<file path="src/rtl/fgc_pkg.sv">
// Package: shared constants for the frame group classifier.
// Assumes a 4-bit subtype and a 2-bit type field as in the MAC frame control.
package fgc_pkg;
    localparam int SUB_W      = 4;
    localparam int TYPE_W     = 2;
    localparam int VER_W      = 2;
    localparam int CODE_W     = 7;

    // Frame type encodings used by the rule ladder
    localparam logic [TYPE_W-1:0] FT_MGMT = 2'd0;
    localparam logic [TYPE_W-1:0] FT_CTRL = 2'd1;
    localparam logic [TYPE_W-1:0] FT_DATA = 2'd2;
    localparam logic [TYPE_W-1:0] FT_RSVD = 2'd3;

    localparam logic [SUB_W-1:0] SUB_NULL     = 4'd4;
    localparam logic [SUB_W-1:0] SUB_QOS_NULL = 4'd12;

    // Group code values
    localparam int GC_NDP       = 0;
    localparam int GC_MCAST     = 1;
    localparam int GC_UCAST     = 2;
    localparam int GC_NULL      = 3;
    localparam int GC_MGMT_BASE = 4;
    localparam int GC_CTRL_BASE = GC_MGMT_BASE + (1 << SUB_W);
    localparam int GC_UNSUP     = GC_CTRL_BASE + (1 << SUB_W);
    localparam int GC_PHY_ERR   = GC_UNSUP + 1;
    localparam int GC_QNULL     = GC_PHY_ERR + 1;
    localparam int GC_QNULL_TB  = GC_QNULL + 1;
    localparam int GC_MAX       = GC_QNULL_TB;

    // Rule slots, index 0 is the highest priority
    localparam int RULE_PHY   = 0;
    localparam int RULE_UNSUP = 1;
    localparam int RULE_NDP   = 2;
    localparam int RULE_NULL  = 3;
    localparam int RULE_QNULL = 4;
    localparam int RULE_MGMT  = 5;
    localparam int RULE_CTRL  = 6;
    localparam int RULE_DATA  = 7;
    localparam int NRULES     = 8;

    typedef struct packed {
        logic [VER_W-1:0]  ver;
        logic [TYPE_W-1:0] ftype;
        logic [SUB_W-1:0]  sub;
        logic              mcast;
        logic              ndp;
        logic              phy_err;
        logic              tb_ppdu;
    } frame_fields_t;
endpackage

</file>
<file path="src/rtl/fgc_rule_match.sv">
// Rule matcher: evaluates every classification rule in parallel on one set
// of decoded fields and offers a candidate code per rule.
// Assumes fields are stable while the strobe is high; purely combinational.
module fgc_rule_match
    import fgc_pkg::*;
#(
    parameter int CW = CODE_W
) (
    input  frame_fields_t               fields,
    output logic [NRULES-1:0]           hit,
    output logic [NRULES-1:0][CW-1:0]   cand
);
    // Match conditions, independent of priority
    always_comb begin
        hit = '0;
        hit[RULE_PHY]   = fields.phy_err;
        hit[RULE_UNSUP] = (fields.ftype == FT_RSVD) || (fields.ver != '0);
        hit[RULE_NDP]   = fields.ndp;
        hit[RULE_NULL]  = (fields.ftype == FT_DATA) && (fields.sub == SUB_NULL);
        hit[RULE_QNULL] = (fields.ftype == FT_DATA) && (fields.sub == SUB_QOS_NULL);
        hit[RULE_MGMT]  = (fields.ftype == FT_MGMT);
        hit[RULE_CTRL]  = (fields.ftype == FT_CTRL);
        hit[RULE_DATA]  = (fields.ftype == FT_DATA);
    end

    // Candidate code for each rule
    always_comb begin
        cand = '0;
        cand[RULE_PHY]   = CW'(GC_PHY_ERR);
        cand[RULE_UNSUP] = CW'(GC_UNSUP);
        cand[RULE_NDP]   = CW'(GC_NDP);
        cand[RULE_NULL]  = CW'(GC_NULL);
        cand[RULE_QNULL] = fields.tb_ppdu ? CW'(GC_QNULL_TB) : CW'(GC_QNULL);
        cand[RULE_MGMT]  = CW'(GC_MGMT_BASE) + CW'(fields.sub);
        cand[RULE_CTRL]  = CW'(GC_CTRL_BASE) + CW'(fields.sub);
        cand[RULE_DATA]  = fields.mcast ? CW'(GC_MCAST) : CW'(GC_UCAST);
    end
endmodule

</file>
<file path="src/rtl/fgc_priority_pick.sv">
// Priority picker: grants the lowest-index matching rule and forwards its
// candidate code. Assumes index 0 carries the highest priority.
module fgc_priority_pick #(
    parameter int N  = 8,
    parameter int CW = 7
) (
    input  logic [N-1:0]          hit,
    input  logic [N-1:0][CW-1:0]  cand,
    output logic [N-1:0]          grant,
    output logic [CW-1:0]         code
);
    // Walk from lowest priority upward so the highest match wins
    always_comb begin
        grant = '0;
        code  = '0;
        for (int i = N - 1; i >= 0; i--) begin
            if (hit[i]) begin
                grant    = '0;
                grant[i] = 1'b1;
                code     = cand[i];
            end
        end
    end
endmodule

</file>
<file path="src/rtl/frame_group_classifier.sv">
// Top: classifies one frame per strobe and registers the group code.
// Assumes a synchronous active-low reset; code is held between strobes.
module frame_group_classifier
    import fgc_pkg::*;
#(
    parameter int CW = CODE_W
) (
    input  logic              clk,
    input  logic              rst_n,
    input  logic              in_valid,
    input  logic [VER_W-1:0]  in_proto_ver,
    input  logic [TYPE_W-1:0] in_ftype,
    input  logic [SUB_W-1:0]  in_subtype,
    input  logic              in_mcast,
    input  logic              in_ndp,
    input  logic              in_phy_err,
    input  logic              in_tb_ppdu,
    output logic              grp_valid,
    output logic [CW-1:0]     grp_code
);
    frame_fields_t             fields;
    logic [NRULES-1:0]         hit;
    logic [NRULES-1:0][CW-1:0] cand;
    logic [NRULES-1:0]         grant;
    logic [CW-1:0]             pick_code;

    // Bundle the port fields
    always_comb begin
        fields.ver     = in_proto_ver;
        fields.ftype   = in_ftype;
        fields.sub     = in_subtype;
        fields.mcast   = in_mcast;
        fields.ndp     = in_ndp;
        fields.phy_err = in_phy_err;
        fields.tb_ppdu = in_tb_ppdu;
    end

    fgc_rule_match #(.CW(CW)) u_match (
        .fields (fields),
        .hit    (hit),
        .cand   (cand)
    );

    fgc_priority_pick #(.N(NRULES), .CW(CW)) u_pick (
        .hit   (hit),
        .cand  (cand),
        .grant (grant),
        .code  (pick_code)
    );

    // Output register: pulse valid, load code only on a strobe
    always_ff @(posedge clk) begin
        if (!rst_n) begin
            grp_valid <= 1'b0;
            grp_code  <= '0;
        end else begin
            grp_valid <= in_valid;
            if (in_valid) grp_code <= pick_code;
        end
    end

    assert_valid_pulse_R2: assert property (@(posedge clk) disable iff (!rst_n)
        in_valid |=> grp_valid);
    assert_no_spurious_R2: assert property (@(posedge clk) disable iff (!rst_n)
        !in_valid |=> !grp_valid);
    assert_code_hold_R2: assert property (@(posedge clk) disable iff (!rst_n)
        !in_valid |=> $stable(grp_code));
    assert_phy_err_wins_R3: assert property (@(posedge clk) disable iff (!rst_n)
        (in_valid && in_phy_err) |=> grp_code == CW'(GC_PHY_ERR));
    assert_one_rule_R11: assert property (@(posedge clk) disable iff (!rst_n)
        in_valid |-> $onehot(grant));
    assert_legal_range_R11: assert property (@(posedge clk) disable iff (!rst_n)
        grp_valid |-> grp_code <= CW'(GC_MAX));
endmodule

</file>
<file path="config.mk">
export PLATFORM = sky130hd
export DESIGN_NAME = frame_group_classifier
export DESIGN_NICKNAME = d
export VERILOG_FILES = /design/src/rtl/fgc_pkg.sv /design/src/rtl/fgc_rule_match.sv /design/src/rtl/fgc_priority_pick.sv /design/src/rtl/frame_group_classifier.sv
export SDC_FILE = /design/constraint.sdc
export NUM_CORES = 1
export LEC_CHECK = 0
export ABC_AREA = 1
export CAP_MARGIN = 10
export CORE_AREA = 2 2 39 41
export DETAILED_ROUTE_END_ITERATION = 16
export DIE_AREA = 0 0 41 43
export GPL_TIMING_DRIVEN = 0
export PLACE_DENSITY = 0.79
export SLEW_MARGIN = 30
export SYNTH_ARGS = -nofsm -noshare
export SYNTH_HDL_FRONTEND = slang
export SYNTH_SLANG_ARGS = --single-unit
</file>
<file path="constraint.sdc">
create_clock -name clk -period 2.45 [get_ports clk]
set_input_delay 0.3675 -clock clk [delete_from_list [all_inputs] [get_ports clk]]
set_output_delay 0.3675 -clock clk [all_outputs]
set_load 0.1 [all_outputs]
</file>
==> out/results.txt, run 1 <==
Status - completed
CP bufs+invs - 1
Area fraction of the dominant cell type after synthesis - 0.3128
Final ANT Viol Nets - 0
Warning count from the yosys run - 0
Avg WL per Cell - 9.491 um
# hold bufs at CTS - 0
Pleak - 0.3222 nW
Largest net degree at the start of global routing - 7
Setup TNS - 0 ns
Critical path required time - 2.08 ns
# nets final - 110
Sw Pwr - 116.5 uW
CTS H-tree lvls - 1
CP max FO - 2
Post-CTS setup buffer count - 0
FMAX - 479.1 MHz
Syn_nets - 84
Final period util - 0.8520
Clk pwr share - 0.317
Critical path, cell by cell - clkdlybuf4s50_1
Layout area overhead - 57.26%
DR vias - 504
CTS sink count - 7
Drt initial violations - 16
Synth Register Bits - 7
Post-CTS sizing - 0
CTS Buf Count - 3
Worst clock skew - 0 ns
Die area - 0.001763 mm^2
GPL Wtd Cong - 0.7447
Rel. slew slack - 0.3512
VDD IR max - 0.0002848 V
Reg clk slew, reported paths - 0.05 ns
PD cells - 478.7 mW/mm^2
WP data arrival - 1.72 ns
Initial Utilization - 0.3237
Max_cap viols - 0
CP peak stage delay - 1.13 ns
GRT overflow - 0
Slowest CP cell - clkdlybuf4s50_1
RSZ-0062 raised after global routing - no
Mapped Cells - 67
Final min period - 2.087 ns
Final Max Slew Viols - 0
Synthesized area per cell - 6.686 um^2
Drt first pass iters - 4
P_int - 220.7 uW
Layout cells sized above 1 - 0.1304
Die height - 43 um
Global-route usage over all layers - 0.1237
Vias in the first global route - 422
Commonest non-fill, non-tap cells in the layout - clkdlybuf4s50_1 (21), nand2_1 (14), inv_1 (10), dfxtp_1 (7)
Final setup fails - 0
DR vias/cell - 4.667
Fin area - 704.4 um^2
Comb power frac - 0.325
Die W - 41 um
Bufs on Longest Clock Path - 2
Worst Hold Class - reg2reg
Most common library cell in the layout ignoring fill and taps - clkdlybuf4s50_1
Flop pwr share - 0.359
Synth top area cells - dfxtp_1 (31%), nand2_1 (12%), inv_1 (8.4%)
Clk_lat worst skew - 0.25 ns
Yosys cell types - 18
Largest area contributor in the netlist - dfxtp_1
Initial antenna violation count - 0
Mapped cell area - 447.9 um^2
Slew @ Worst Pin - 0.9702 ns
CTS tree - done
PortBufs - 21
Row count - 14
Root Buffer - clkbuf_4
Setup CP Type - reg2out
Area of the core region - 0.001384 mm^2
Critical Path Start Type - flip-flop
Endpoint class of the critical path - primary output
CP top delay family - buffers and inverters
First-pass GRT wire length - 1511 um
Switching Share - 0.3455
WL final - 1025 um
Placement Cell Area - 678.2 um^2
DRC Markers - 0
Post-synthesis sequential area ratio - 0.3128
Final Hold Violating Endpoints - 0
Antenna Cells - 0
Detailed Place HPWL - 818.3 um
IO Count - 23
Total power - 337.2 uW
==> cell families after synthesis <==
group                    Yosys count  share of synthesized area
AO/OA/AOI/OAI                     12                     0.1341
other                              1                   0.008372
buffers and inverters             13                     0.1173
AND/OR/NAND/NOR                   32                     0.3715
flip-flops                         7                     0.3128
adder cells (fa/ha/maj)            2                    0.05586
==> worst register-to-register path: stages, from the launching register on <==
cell     delay [ns]
dfxtp_1        0.31
o21ai_0        0.19
a21oi_1        0.06
==> sequential cells by signal, indices dropped and copies added (netlist names) <==
register   cells
grp_code       6
grp_valid      1
==> final timing paths <==
| path | from | endpoint | slack (ns) | cells after the start |
|---|---|---|---|---|
| max | grp_code[0] | grp_code[0] | 0.36 | 1 |
| min | grp_code[4] | grp_code[4] | 0.46 | 2 |
| max reg2reg | grp_code[0] | grp_code[0] | 1.77 | 2 |
| min reg2reg | grp_code[4] | grp_code[4] | 0.46 | 2 |
==> metrics by stage <==
step / util / hold slack, ns / worst slack [ns] / std cells
after CTS: 0.5090 / 0.4644 / 0.3480 / 108
after global routing: 0.5090 / 0.4950 / 0.3215 / 108
final: 0.5090 / 0.4620 / 0.3627 / 108
after global placement: 0.4901 / 0.4531 / 0.6379 / 104
after detailed placement: 0.4901 / 0.4556 / 0.6321 / 104
after floorplan: - / 0.4610 / 1.158 / 67
==> area by class of cell <==
type	count	area (um^2)
fillers	154	679.4
well taps	16	20.02
clock buffers	4	26.28
flip-flops and latches	7	140.1
repair buffers	21	210.2
inverters	12	45.04
multi-input cells	47	255.2
plain buffers	1	7.507
==> Yosys cell counts <==
library cell	instances
inv_2	2
dfxtp_1	7
nand4_1	2
conb_1	1
o21ai_0	6
nand3_1	6
a21oi_1	6
inv_1	10
and3_1	1
nor2_1	2
ha_1	2
nor2_2	2
nand3b_1	1
nand3_2	2
buf_4	1
or2_2	1
nor2_4	1
nand2_1	14
==> power by group through the flow <==
| stage | Sequential (mW) | Combinational (mW) | Clock [mW] |
|---|---|---|---|
| finish | 0.121 | 0.110 | 0.107 |
| floorplan | 0.158 | 0.0325 | 0 |
| CTS | 0.121 | 0.110 | 0.111 |
| global route | 0.121 | 0.117 | 0.118 |
| global placement | 0.123 | 0.109 | 0 |
| detailed placement | 0.124 | 0.109 | 0 |
==> per-layer routing <==
| layer | share of wire | GRT usage | routed length, um |
|---|---|---|---|
| met1 | 0.48 | 0.1456 | 487 |
| met2 | 0.48 | 0.1969 | 487 |
| met3 | 0.049 | 0.04712 | 50 |
| met4 | 0 | 0.04000 | 0 |
| met5 | 0 | 0 | 0 |
No activity file was read; power rests on OpenSTA's default activity.
==> run 2, diff against run 1 <==
--- a/config.mk
+++ b/config.mk
@@ -10,7 +10,7 @@
 export CORE_AREA = 2 2 39 41
 export DETAILED_ROUTE_END_ITERATION = 16
 export DIE_AREA = 0 0 41 43
-export GPL_TIMING_DRIVEN = 0
+export GPL_TIMING_DRIVEN = 1
 export PLACE_DENSITY = 0.79
 export SLEW_MARGIN = 30
 export SYNTH_ARGS = -nofsm -noshare
==> run 2 against run 1 <==
Compared with the run above:
- non-clock buffer count fell by 1
- total power fell by 1.9%
- combinational power fell by 4%
- die area did not move
- first-iteration DRC count fell by 69%
- clock skew did not move
- count of clock-buffer cells in the layout did not move
- setup slack improved by 0.66 ns
- critical path depth rose by 4
- sequential share of layout area rose by 0.73 points
- register-to-register slack improved by 0.07 ns
==> out/results.txt, run 2 (synthesis gave the netlist of run 1 again) <==
Max reg flops - 6
Antenna Cells - 0
Initial antenna violation count - 0
CTS sink count - 7
Hold WS - 0.4671 ns
Die height - 43 um
Post-CTS sizing - 0
Layout cells sized above 1 - 0.1978
GPL Wtd Cong - 0.8138
Multi-input logic area - 255.2 um^2
CP max FO - 4
Worst r2r src - grp_code[2]
Worst Hold Launch - grp_code[4]
CTS Buf Count - 3
Largest net degree at the start of global routing - 7
Final Max Slew Viols - 0
Max_cap viols - 0
Commonest non-fill, non-tap cells in the layout - nand2_1 (14), clkdlybuf4s50_1 (14), inv_1 (10), dfxtp_1 (7), buf_4 (7)
CTS tree - done
RSZ-0062 raised after global routing - no
Register Area - 140.1 um^2
Worst r2r path cells - 2
Pleak - 0.3286 nW
Hold path cells - 2
Final ANT Viol Nets - 0
Die W - 41 um
First-pass GRT wire length - 1642 um
WP data arrival - 1.57 ns
Placed insts - 103
RR Endpoint - grp_code[2]
Final setup margin - 1.023 ns
Final Hold Violating Endpoints - 0
Clk_lat worst skew - 0.24 ns
Top reg by flops - grp_code
DR vias/cell - 4.785
Root Buffer - clkbuf_4
VDD IR max - 0.0004454 V
Area of the core region - 0.001384 mm^2
Drt initial violations - 5
Final min period - 1.427 ns
IO Count - 23
Vias in the first global route - 437
Layout area overhead - 51.68%
GRT overflow - 0
FMAX - 700.8 MHz
Final setup fails - 0
Setup CP Type - in2reg
CTS H-tree lvls - 1
Avg WL per Cell - 9.944 um
Hold EP - grp_code[4]
Critical Path Start Type - input pin
PortBufs - 21
Fin area - 679.4 um^2
Largest regs - grp_code (6), grp_valid (1)
DRC Markers - 0
Reg clk slew, reported paths - 0.05 ns
Setup TNS - 0 ns
Endpoint class of the critical path - flip-flop
Worst clock skew - 0 ns
Initial Utilization - 0.3237
# hold bufs at CTS - 0
Row count - 14
Status - completed
Placement Cell Area - 653.1 um^2
Post-CTS setup buffer count - 0
Die area - 0.001763 mm^2
Detailed Place HPWL - 879.5 um
Global-route usage over all layers - 0.1380
Worst Hold Class - reg2reg
Critical path required time - 2.60 ns
Worst R2R Setup Slack - 1.84 ns
PD cells - 487.0 mW/mm^2
# nets final - 109
Bufs on Longest Clock Path - 2
Fillers - 149
Drt first pass iters - 4
Final period util - 0.5824
WL final - 1064 um
DR vias - 512
Non-Filler Instances - 107
Pre-CTS WS - 0.7516 ns
-- run 2: cell count changes in the layout (fill, tap and decap cells not counted) --
cell,change
buf_4,+6
clkdlybuf4s50_1,-7
-- run 2: routing by layer --
layer | up-vias | GRT usage | routed length [um]
met5 | - | 0 | 0
met4 | 0 | 0.02000 | 0
met3 | 0 | 0.07853 | 87
met2 | 21 | 0.2063 | 543
met1 | 227 | 0.1721 | 433
li1 | 264 | - | -
-- run 2: final cells by class --
type,count,area share
timing repair buffer,21,0.2836
inverter,12,0.06630
multi-input combinational,47,0.3757
clock buffer,4,0.03867
tap,16,0.02947
sequential,7,0.2063
-- run 2: worst max-delay path by stage --
stage	from	end	slack (ns)
6_report	in_subtype[2]	grp_code[4]	1.02
5_1_grt	in_subtype[2]	grp_code[5]	0.92
4_1_cts	in_subtype[2]	grp_code[4]	1.02
3_5_place_dp	in_subtype[2]	grp_code[4]	0.75
3_3_place_gp	in_subtype[2]	grp_code[4]	0.78
2_1_floorplan	grp_code[1]	grp_code[1]	1.16
-- run 2: stage by stage --
stage          utilization  total power [mW]
2_1_floorplan            -            0.1904
3_3_place_gp        0.4720            0.2292
3_5_place_dp        0.4720            0.2299
4_1_cts             0.4910            0.3337
5_1_grt             0.4910            0.3534
6_report            0.4910            0.3308
-- run 2: where the power goes --
part | leakage (nW) | internal, mW | switching (mW)
sequential | 0.0576 | 0.119 | 0.00224
combinational | 0.256 | 0.0367 | 0.0698
clock | 0.0150 | 0.0621 | 0.0411
total | 0.329 | 0.218 | 0.113
-- run 2: critical path, stage by stage --
cell,delay (ns)
clkdlybuf4s50_1,0.46
ha_1,0.27
or2_2,0.31
nand4_1,0.10
a21oi_1,0.06
